File: src/rtl/txoh_pkg.sv
package txoh_pkg;
  typedef enum logic [2:0] {
    SRC_SER,
    SRC_ONE,
    SRC_ZERO,
    SRC_REG,
    SRC_CRC,
    SRC_EBIT
  } srcSel_e;

  typedef struct packed {
    srcSel_e    src;
    logic       useNfas;
    logic [2:0] regBit;
  } txohStrobe_t;

  // bits 2..8 of time slot 0 in alignment frames, MSB = bit 2
  localparam logic [6:0] FAS_WORD = 7'b0011011;
endpackage

File: src/rtl/txoh_ctrl.sv
module txoh_ctrl
  import txoh_pkg::*;
#(
  parameter int TS_W     = 5,
  parameter int BIT_W    = 3,
  parameter int FRM_W    = 4,
  parameter int SIG_TS   = 16,
  parameter int E_FRAME_A = 13,
  parameter int E_FRAME_B = 15
) (
  input  logic [TS_W-1:0]  tsIdx,
  input  logic [BIT_W-1:0] bitIdx,
  input  logic             fasFrame,
  input  logic [FRM_W-1:0] frameIdx,
  input  logic             passThru,
  input  logic             intlSel,
  input  logic             crcEn,
  input  logic             autoEbit,
  input  logic             sigOnes,
  input  logic             unframedOnes,
  output txohStrobe_t      strobe
);
  localparam logic [TS_W-1:0]  TS_SIG = TS_W'(SIG_TS);
  localparam logic [FRM_W-1:0] FR_EA  = FRM_W'(E_FRAME_A);
  localparam logic [FRM_W-1:0] FR_EB  = FRM_W'(E_FRAME_B);

  logic inTs0, siPos, eFrame;

  assign inTs0  = (tsIdx == '0);
  assign siPos  = inTs0 && (bitIdx == '0);
  assign eFrame = !fasFrame && ((frameIdx == FR_EA) || (frameIdx == FR_EB));

  always_comb begin
    strobe.src     = SRC_SER;
    strobe.useNfas = !fasFrame;
    strobe.regBit  = bitIdx;
    if (unframedOnes) begin
      strobe.src = SRC_ONE;
    end else if (sigOnes && tsIdx == TS_SIG) begin
      strobe.src = SRC_ONE;
    end else if (siPos) begin
      if (crcEn && fasFrame)           strobe.src = SRC_CRC;
      else if (autoEbit && eFrame)     strobe.src = SRC_EBIT;
      else if (intlSel && !passThru)   strobe.src = SRC_REG;
      else                             strobe.src = SRC_SER;
    end else if (inTs0 && !passThru) begin
      if (fasFrame)
        strobe.src = FAS_WORD[7 - 32'(bitIdx)] ? SRC_ONE : SRC_ZERO;
      else if (bitIdx == BIT_W'(1))
        strobe.src = SRC_ONE;
      else
        strobe.src = SRC_REG;
    end
  end

  // r9: unframed ones must always select a constant one
  always_comb begin
    if (unframedOnes) a_r9_unframed_src : assert (strobe.src == SRC_ONE);
  end
endmodule

File: src/rtl/txoh_dpath.sv
module txoh_dpath
  import txoh_pkg::*;
#(
  parameter int REG_W = 8
) (
  input  logic             clk,
  input  logic             rstN,
  input  txohStrobe_t      strobe,
  input  logic             serIn,
  input  logic             crcBit,
  input  logic             eReq,
  input  logic [REG_W-1:0] fasReg,
  input  logic [REG_W-1:0] nfasReg,
  output logic             txData
);
  localparam int IDX_W = $clog2(REG_W);

  logic [REG_W-1:0] regSel;
  logic [IDX_W-1:0] regIdx;
  logic             nextBit;

  assign regSel = strobe.useNfas ? nfasReg : fasReg;
  assign regIdx = IDX_W'(REG_W - 1) - IDX_W'(strobe.regBit);

  always_comb begin
    unique case (strobe.src)
      SRC_ONE:  nextBit = 1'b1;
      SRC_ZERO: nextBit = 1'b0;
      SRC_REG:  nextBit = regSel[regIdx];
      SRC_CRC:  nextBit = crcBit;
      SRC_EBIT: nextBit = !eReq;
      default:  nextBit = serIn;
    endcase
  end

  always_ff @(posedge clk) begin
    if (!rstN) txData <= 1'b1;
    else       txData <= nextBit;
  end

  // r1: the output leaves reset high
  a_r1_reset_high : assert property (@(posedge clk)
    $rose(rstN) |-> txData);
endmodule

File: src/rtl/txoh_fmt.sv
module txoh_fmt
  import txoh_pkg::*;
#(
  parameter int TS_W  = 5,
  parameter int BIT_W = 3,
  parameter int FRM_W = 4,
  parameter int REG_W = 8
) (
  input  logic             clk,
  input  logic             rstN,
  input  logic             serIn,
  input  logic [TS_W-1:0]  tsIdx,
  input  logic [BIT_W-1:0] bitIdx,
  input  logic             fasFrame,
  input  logic [FRM_W-1:0] frameIdx,
  input  logic             crcBit,
  input  logic             eReq,
  input  logic [REG_W-1:0] fasReg,
  input  logic [REG_W-1:0] nfasReg,
  input  logic             passThru,
  input  logic             intlSel,
  input  logic             crcEn,
  input  logic             autoEbit,
  input  logic             sigOnes,
  input  logic             unframedOnes,
  output logic             txData
);
  txohStrobe_t strobe;

  txoh_ctrl #(.TS_W(TS_W), .BIT_W(BIT_W), .FRM_W(FRM_W)) u_ctrl (
    .tsIdx(tsIdx), .bitIdx(bitIdx), .fasFrame(fasFrame), .frameIdx(frameIdx),
    .passThru(passThru), .intlSel(intlSel), .crcEn(crcEn), .autoEbit(autoEbit),
    .sigOnes(sigOnes), .unframedOnes(unframedOnes), .strobe(strobe)
  );

  txoh_dpath #(.REG_W(REG_W)) u_dpath (
    .clk(clk), .rstN(rstN), .strobe(strobe), .serIn(serIn), .crcBit(crcBit),
    .eReq(eReq), .fasReg(fasReg), .nfasReg(nfasReg), .txData(txData)
  );

  a_r9_unframed_ones : assert property (@(posedge clk) disable iff (!rstN)
    unframedOnes |=> txData);

  a_r8_sig_ones : assert property (@(posedge clk) disable iff (!rstN)
    (sigOnes && tsIdx == TS_W'(16)) |=> txData);

  a_r2_payload_latency : assert property (@(posedge clk) disable iff (!rstN)
    (!unframedOnes && tsIdx != '0 && tsIdx != TS_W'(16)) |=> (txData == $past(serIn)));

  a_r3_fas_bit2_zero : assert property (@(posedge clk) disable iff (!rstN)
    (!unframedOnes && !passThru && fasFrame && tsIdx == '0 && bitIdx == BIT_W'(1))
      |=> !txData);

  a_r4_nfas_bit2_one : assert property (@(posedge clk) disable iff (!rstN)
    (!unframedOnes && !passThru && !fasFrame && tsIdx == '0 && bitIdx == BIT_W'(1))
      |=> txData);
endmodule

File: config.mk
export PLATFORM = sky130hd
export DESIGN_NAME = txoh_fmt
export DESIGN_NICKNAME = d
export VERILOG_FILES = /design/src/rtl/txoh_pkg.sv /design/src/rtl/txoh_ctrl.sv /design/src/rtl/txoh_dpath.sv /design/src/rtl/txoh_fmt.sv
export SDC_FILE = /design/constraint.sdc
export NUM_CORES = 1
export LEC_CHECK = 0
export ABC_AREA = 0
export BUFFER_PORTS_ARGS = -buffer_cell sky130_fd_sc_hd__buf_4
export CAP_MARGIN = 25
export CORE_AREA = 2 2 39 41
export CTS_CLUSTER_DIAMETER = 100
export CTS_CLUSTER_SIZE = 40
export DETAILED_ROUTE_END_ITERATION = 16
export DIE_AREA = 0 0 41 43
export PLACE_DENSITY = 0.69
export SYNTH_ARGS = -nofsm -noshare
export SYNTH_HDL_FRONTEND = slang
export SYNTH_SLANG_ARGS = --single-unit
export TNS_END_PERCENT = 20
File: constraint.sdc
create_clock -name clk -period 1.5 [get_ports clk]
set_clock_uncertainty 0.1 [all_clocks]
set_input_delay 0.075 -clock clk [delete_from_list [all_inputs] [get_ports clk]]
set_output_delay 0.075 -clock clk [all_outputs]
set_load 0.05 [all_outputs]
# After elaboration in Yosys (flattened, before gate mapping)
# Memory sizes are Yosys's and may differ from the RTL's.
# Cells that the tools add are included.
[totals]
regBits = 1
mem_bits_ro = 8
out_inout_bits = 1
elab_cells = 43
mem_count = 1
[classes]
n_addsub = 2
order_cmp = 2
eq_ne = 9
muxes = 15
reduce_logical = 13
[mem_list]
columns = ["memory", "depth", "width", "rd", "rd_clocked_by_memory_dff", "write_ports", "line_no", "source"]
rows = [
  ["(no name shown)", 8, 1, 1, 0, 0, "txoh_ctrl.sv:48", "strobe.src = FAS_WORD[7 - 32'(bitIdx)] ? SRC_ONE : SRC_ZERO;"],
]
[op_table]
columns = ["cell", "n"]
rows = [
  ["less-than comparator 32 x 4 -> 1 bit (second input constant)", 1],
  ["2-to-1 mux 3 bit", 7],
  ["equality test 4 bit (second input constant)", 2],
  ["2-to-1 mux 8 bit", 1],
  ["logical AND 1 bit", 7],
  ["equality test 3 x 1 -> 1 bit (second input constant)", 2],
  ["equality test 3 x 2 -> 1 bit (second input constant)", 2],
  ["equality test 3 bit (second input constant)", 2],
  ["2-to-1 mux 2 bit", 3],
  ["equality test 5 bit (second input constant)", 1],
  ["logical NOT 5 bit", 1],
  ["one-hot mux 1 bit (5 select lines)", 1],
  ["less-than comparator 3 x 4 -> 1 bit (second input constant)", 1],
  ["subtractor 3 x 3 -> 4 bit (first input constant)", 1],
  ["binary-select mux 1 bit (select 3 bit)", 1],
  ["logical NOT 1 bit", 3],
  ["logical NOT 3 bit", 1],
  ["subtractor 3 bit (first input constant)", 1],
  ["2-to-1 mux 1 bit", 2],
  ["logical OR 1 bit", 1],
]

# Longest topological paths before layout
[logic_depth]
ltp_word = 11
ltp_mapped = 6
mapped_depth_nobuf = 5

# Cells and area by module
# Synthesis repeated with hierarchy kept, for this count alone.
[hier_totals]
cells_unflattened = 47
area_unflattened_um2 = 402.9
[by_module_without_submodules]
columns = ["module", "instances", "cells_each", "area_each_um2"]
rows = [
  ["txoh_dpath", 1, 18, 216.5],
  ["txoh_ctrl", 1, 29, 186.4],
]

# Worst setup path before layout
# No wires, ideal clock.
[synth_timing]
kind = "input port to flip-flop"
startpoint = "in tsIdx[1]"
endpoint = "reg u_dpath.txData"
arrival_time_ns = 1.275
required_time_ns = 1.272
setup_slack_ns = -0.003
cell_stages = 5
cell_sequence = "or4_4 -> nor3_2 -> o31ai_1 -> a2111oi_2 -> o31ai_1"
[synth_via]
elab_chain_len = 8
word_cells_on_any_way = 15
[synth_lines]
columns = ["item", "line_no", "source"]
rows = [
  ["start: declaration", "txoh_fmt.sv:12", "input logic [TS_W-1:0] tsIdx,"],
  ["logical NOT 5 bit", "txoh_ctrl.sv:29", "assign inTs0 = (tsIdx == '0);"],
  ["logical AND 1 bit", "txoh_ctrl.sv:46", "end else if (inTs0 && !passThru) begin"],
  ["2-to-1 mux 3 bit", "txoh_ctrl.sv:46", ""],
  ["2-to-1 mux 3 bit", "txoh_ctrl.sv:41", "end else if (siPos) begin"],
  ["2-to-1 mux 3 bit *", "txoh_ctrl.sv:39", "end else if (sigOnes && tsIdx == TS_SIG) begin"],
  ["2-to-1 mux 3 bit *", "txoh_ctrl.sv:37", "if (unframedOnes) begin"],
  ["equality test 3 bit, or another cell as far along", "txoh_dpath.sv:26", "unique case (strobe.src)"],
  ["one-hot mux 1 bit (5 select lines) *", "txoh_dpath.sv:26", ""],
  ["end signal: assignment", "txoh_dpath.sv:38", "else txData <= nextBit;"],
  ["end: declaration", "txoh_dpath.sv:14", "output logic txData"],
]
# Mark *: on every way between the ends. The rest lies on a longest branch, timed or not.
# A chain may end at the register's enable or synchronous reset.

# Final worst setup path
# Ends and elaborated chain as after synthesis.

==> impl_metrics.sql <==
INSERT INTO impl_metrics (metric_group, metric, value, unit) VALUES
('run_status', 'outcome', 'complete, but fails checks', ''),
('run_status', 'violations', 'setup timing', ''),
('power', 'power-per-cell-area', '268', 'mW/mm²'),
('detailed_routing', 'met1_length', '466', 'µm'),
('floorplan', 'core-area', '0.00138', 'mm²'),
('synth', 'yosysUniqueCellTypes', '28', ''),
('synth', 'syn_area_per_cell', '8.58', 'µm²'),
('timing', 'setup_tns', '-117', 'ps'),
('floorplan', 'die_area', '0.00176', 'mm²'),
('timing', 'least_setup_slack_across_all_paths_after_layout', '-117', 'ps'),
('floorplan', 'die_width', '41', 'µm'),
('detailed_routing', 'highest_layer', 'met3', ''),
('timing', 'max_slew.worst_pin.slew', '336', 'ps'),
('detailed_routing', 'wirelength', '1.18', 'mm'),
('synth', 'share_of_the_synthesized_area_in_the_top_cell_type', '0.214', ''),
('detailed_routing', 'detail_route.drc_violations', '0', ''),
('detailed_routing', 'drt-initial-drc-count', '4', ''),
('timing', 'final-hold-violation-count', '0', ''),
('final_layout', 'num-nets-final', '134', ''),
('timing', 'timing.final.setup_violations', '1', ''),
('worst_setup_path', 'timing_worst_setup_path_type', 'input port to register', ''),
('power', 'power.static_leakage', '0.359', 'nW'),
('worst_setup_path', 'path_max_fanout', '4', ''),
('grt', 'grt_max_degree', '10', ''),
('worst_setup_path', 'critPathArrivalTime', '1420', 'ps'),
('final_layout', 'post_layout_nonfiller_instances', '108', ''),
('placed_design', 'port_buffers', '39', ''),
('timing', 'timing_max_transition_violations_final', '0', ''),
('synth', 'yosys_register_bits', '1', ''),
('worst_setup_path', 'crit_start', 'tsIdx[1]', ''),
('timing', 'relSlewSlack', '0.774', ''),
('synth', 'synth.most_common_cell', 'nand2_1', ''),
('synth', 'synth_enable_flop_cells', '0', ''),
('clock_network', 'cts_post_setup_buffers_inserted', '0', ''),
('power', 'power.total', '0.000205', 'W'),
('final_layout', 'syn2layout_area_growth', '107', '%'),
('detailed_routing', 'final_antenna_net_count', '0', ''),
('placed_design', 'routabilityCongestion', '0.802', ''),
('synth', 'yosys_warnings', '0', ''),
('synth', 'synth_cells', '43', ''),
('final_layout', 'reg_top3', 'u_dpath.txData x1', ''),
('synth', 'synth_fp_nets', '83', ''),
('job', 'timing.max_cap.violations', '0', ''),
('min_path', 'min-delay-path-class', 'input port to register', ''),
('final_layout', 'top_reg_by_flops', 'u_dpath.txData', ''),
('grt', 'global_route_wire_length_before_repair', '1.99', 'mm'),
('synth', 'yosysTopAreaCell', 'mux4_1', ''),
('synth', 'syn-cell-area', '369', 'µm²'),
('worst_setup_path', 'critical_path_required', '1300', 'ps'),
('timing', 'setup_repair_after_global_routing_missed_its_margin', 'yes', ''),
('detailed_routing', 'dr_wl_met3', '94', 'µm'),
('placed_design', 'placed_cells_incl_taps', '108', ''),
('final_layout', 'number_of_flip_flops_in_the_largest_register', '1', ''),
('floorplan', 'die_h', '43', 'µm'),
('worst_setup_path', 'crit_path_cell_trace', 'buf_6 -> or4_4 -> nor3_4 -> buf_4 -> a32o_1 -> a31oi_1 -> o31ai_1', ''),
('synth', 'synth.yosys.seq_area_share', '0.0542', ''),
('floorplan', 'ios', '41', ''),
('timing', 'fin_crit_sh', '1.08', ''),
('worst_setup_path', 'setup.worst_path.end_class', 'register', ''),
('placed_design', 'post-dp-hpwl', '1.06', 'mm'),
('timing', 'timing.fmax', '618', 'MHz'),
('detailed_routing', 'dr_total_vias', '550', ''),
('placed_design', 'post-place-ws', '-215', 'ps'),
('synth', 'postSynth.asyncResetShare', '0', ''),
('synth', 'most_used_flip_flop_cell_after_synthesis', 'dfxtp_1', ''),
('final_layout', 'post_route_cells_drive_above_1_share', '0.641', ''),
('grt', 'grt_antenna_before_repair', '0', ''),
('detailed_routing', 'route.detailed.wl_per_inst', '10.9', 'µm'),
('min_path', 'hold_path.startpoint', 'crcBit', ''),
('power', 'worst_supply_voltage_drop_on_vdd', '0.121', 'mV'),
('grt', 'grt_remaining_overflow', '0', '');
==> layout by cell type, fill, tap and decap left out, types with 2 or more instances in the layout <==
master	Yosys	layout
o211ai_1	2	2
o31ai_1	2	2
buf_4	0	48
a21oi_1	2	2
o21ai_0	2	2
inv_1	4	4
nand2_1	7	7
mux4_2	1	3
buf_6	1	2
==> power breakdown <==
part	internal [W]	switching, W
logic	0.000115	0.0000610
registers	0.0000287	0.000000437
clock network	0	0
total	0.000143	0.0000614
==> worst max-delay path: cells and delay by family <==
kind / cells / cell delay [ps]
AOI/OAI and AO/OA: 3 / 410
buffers and inverters: 2 / 220
and+or+nand+nor: 2 / 710
==> cell type report <==
class / count / area, µm²
flip-flops and latches: 1 / 20.0
well taps: 16 / 20.0
inverters: 4 / 15.0
repair buffers: 50 / 383
multi-input cells: 37 / 327
fillers: 146 / 619
==> layer usage <==
metal / GRT usage / up-vias
li1: - / 279
met1: 0.179 / 243
met2: 0.284 / 28
met3: 0.00524 / 0
met4: 0 / 0
met5: 0 / -
==> what timing repair did <==
| item | CTS | global route |
|---|---|---|
| hold buffers | 0 | 0 |
| hold endpoints to repair | 0 | 0 |
| pin swaps | 1 | 1 |
| resized for setup | 2 | 3 |
| endpoints found under the setup margin | 1 | 1 |
==> cell families (layout without fill, tap and decap cells) <==
family | count (synthesis) | in the layout | share of synthesized area
compound gates | 16 | 16 | 0.336
buf+inv | 5 | 54 | 0.0712
flops | 1 | 1 | 0.0542
mux | 5 | 5 | 0.305
simple gates | 16 | 16 | 0.234
==> per-stage QoR <==
step | hold WS [ps] | util | instance area [µm²]
5_1_grt | 296 | 0.552 | 764
3_3_place_gp | 259 | 0.549 | 759
3_5_place_dp | 268 | 0.549 | 759
2_1_floorplan | 139 | - | 375
4_1_cts | 268 | 0.543 | 752
6_report | 262 | 0.552 | 764
==> worst min path at each step <==
stage,cells after the start,slack (ps),to
floorplan,2,140,u_dpath.txData$_SDFF_PN1_
global placement,3,260,u_dpath.txData$_SDFF_PN1_
detailed placement,3,270,u_dpath.txData$_SDFF_PN1_
CTS,3,270,u_dpath.txData$_SDFF_PN1_
global route,3,300,u_dpath.txData$_SDFF_PN1_
finish,3,260,u_dpath.txData$_SDFF_PN1_
Power figures use the tool's default switching activity.
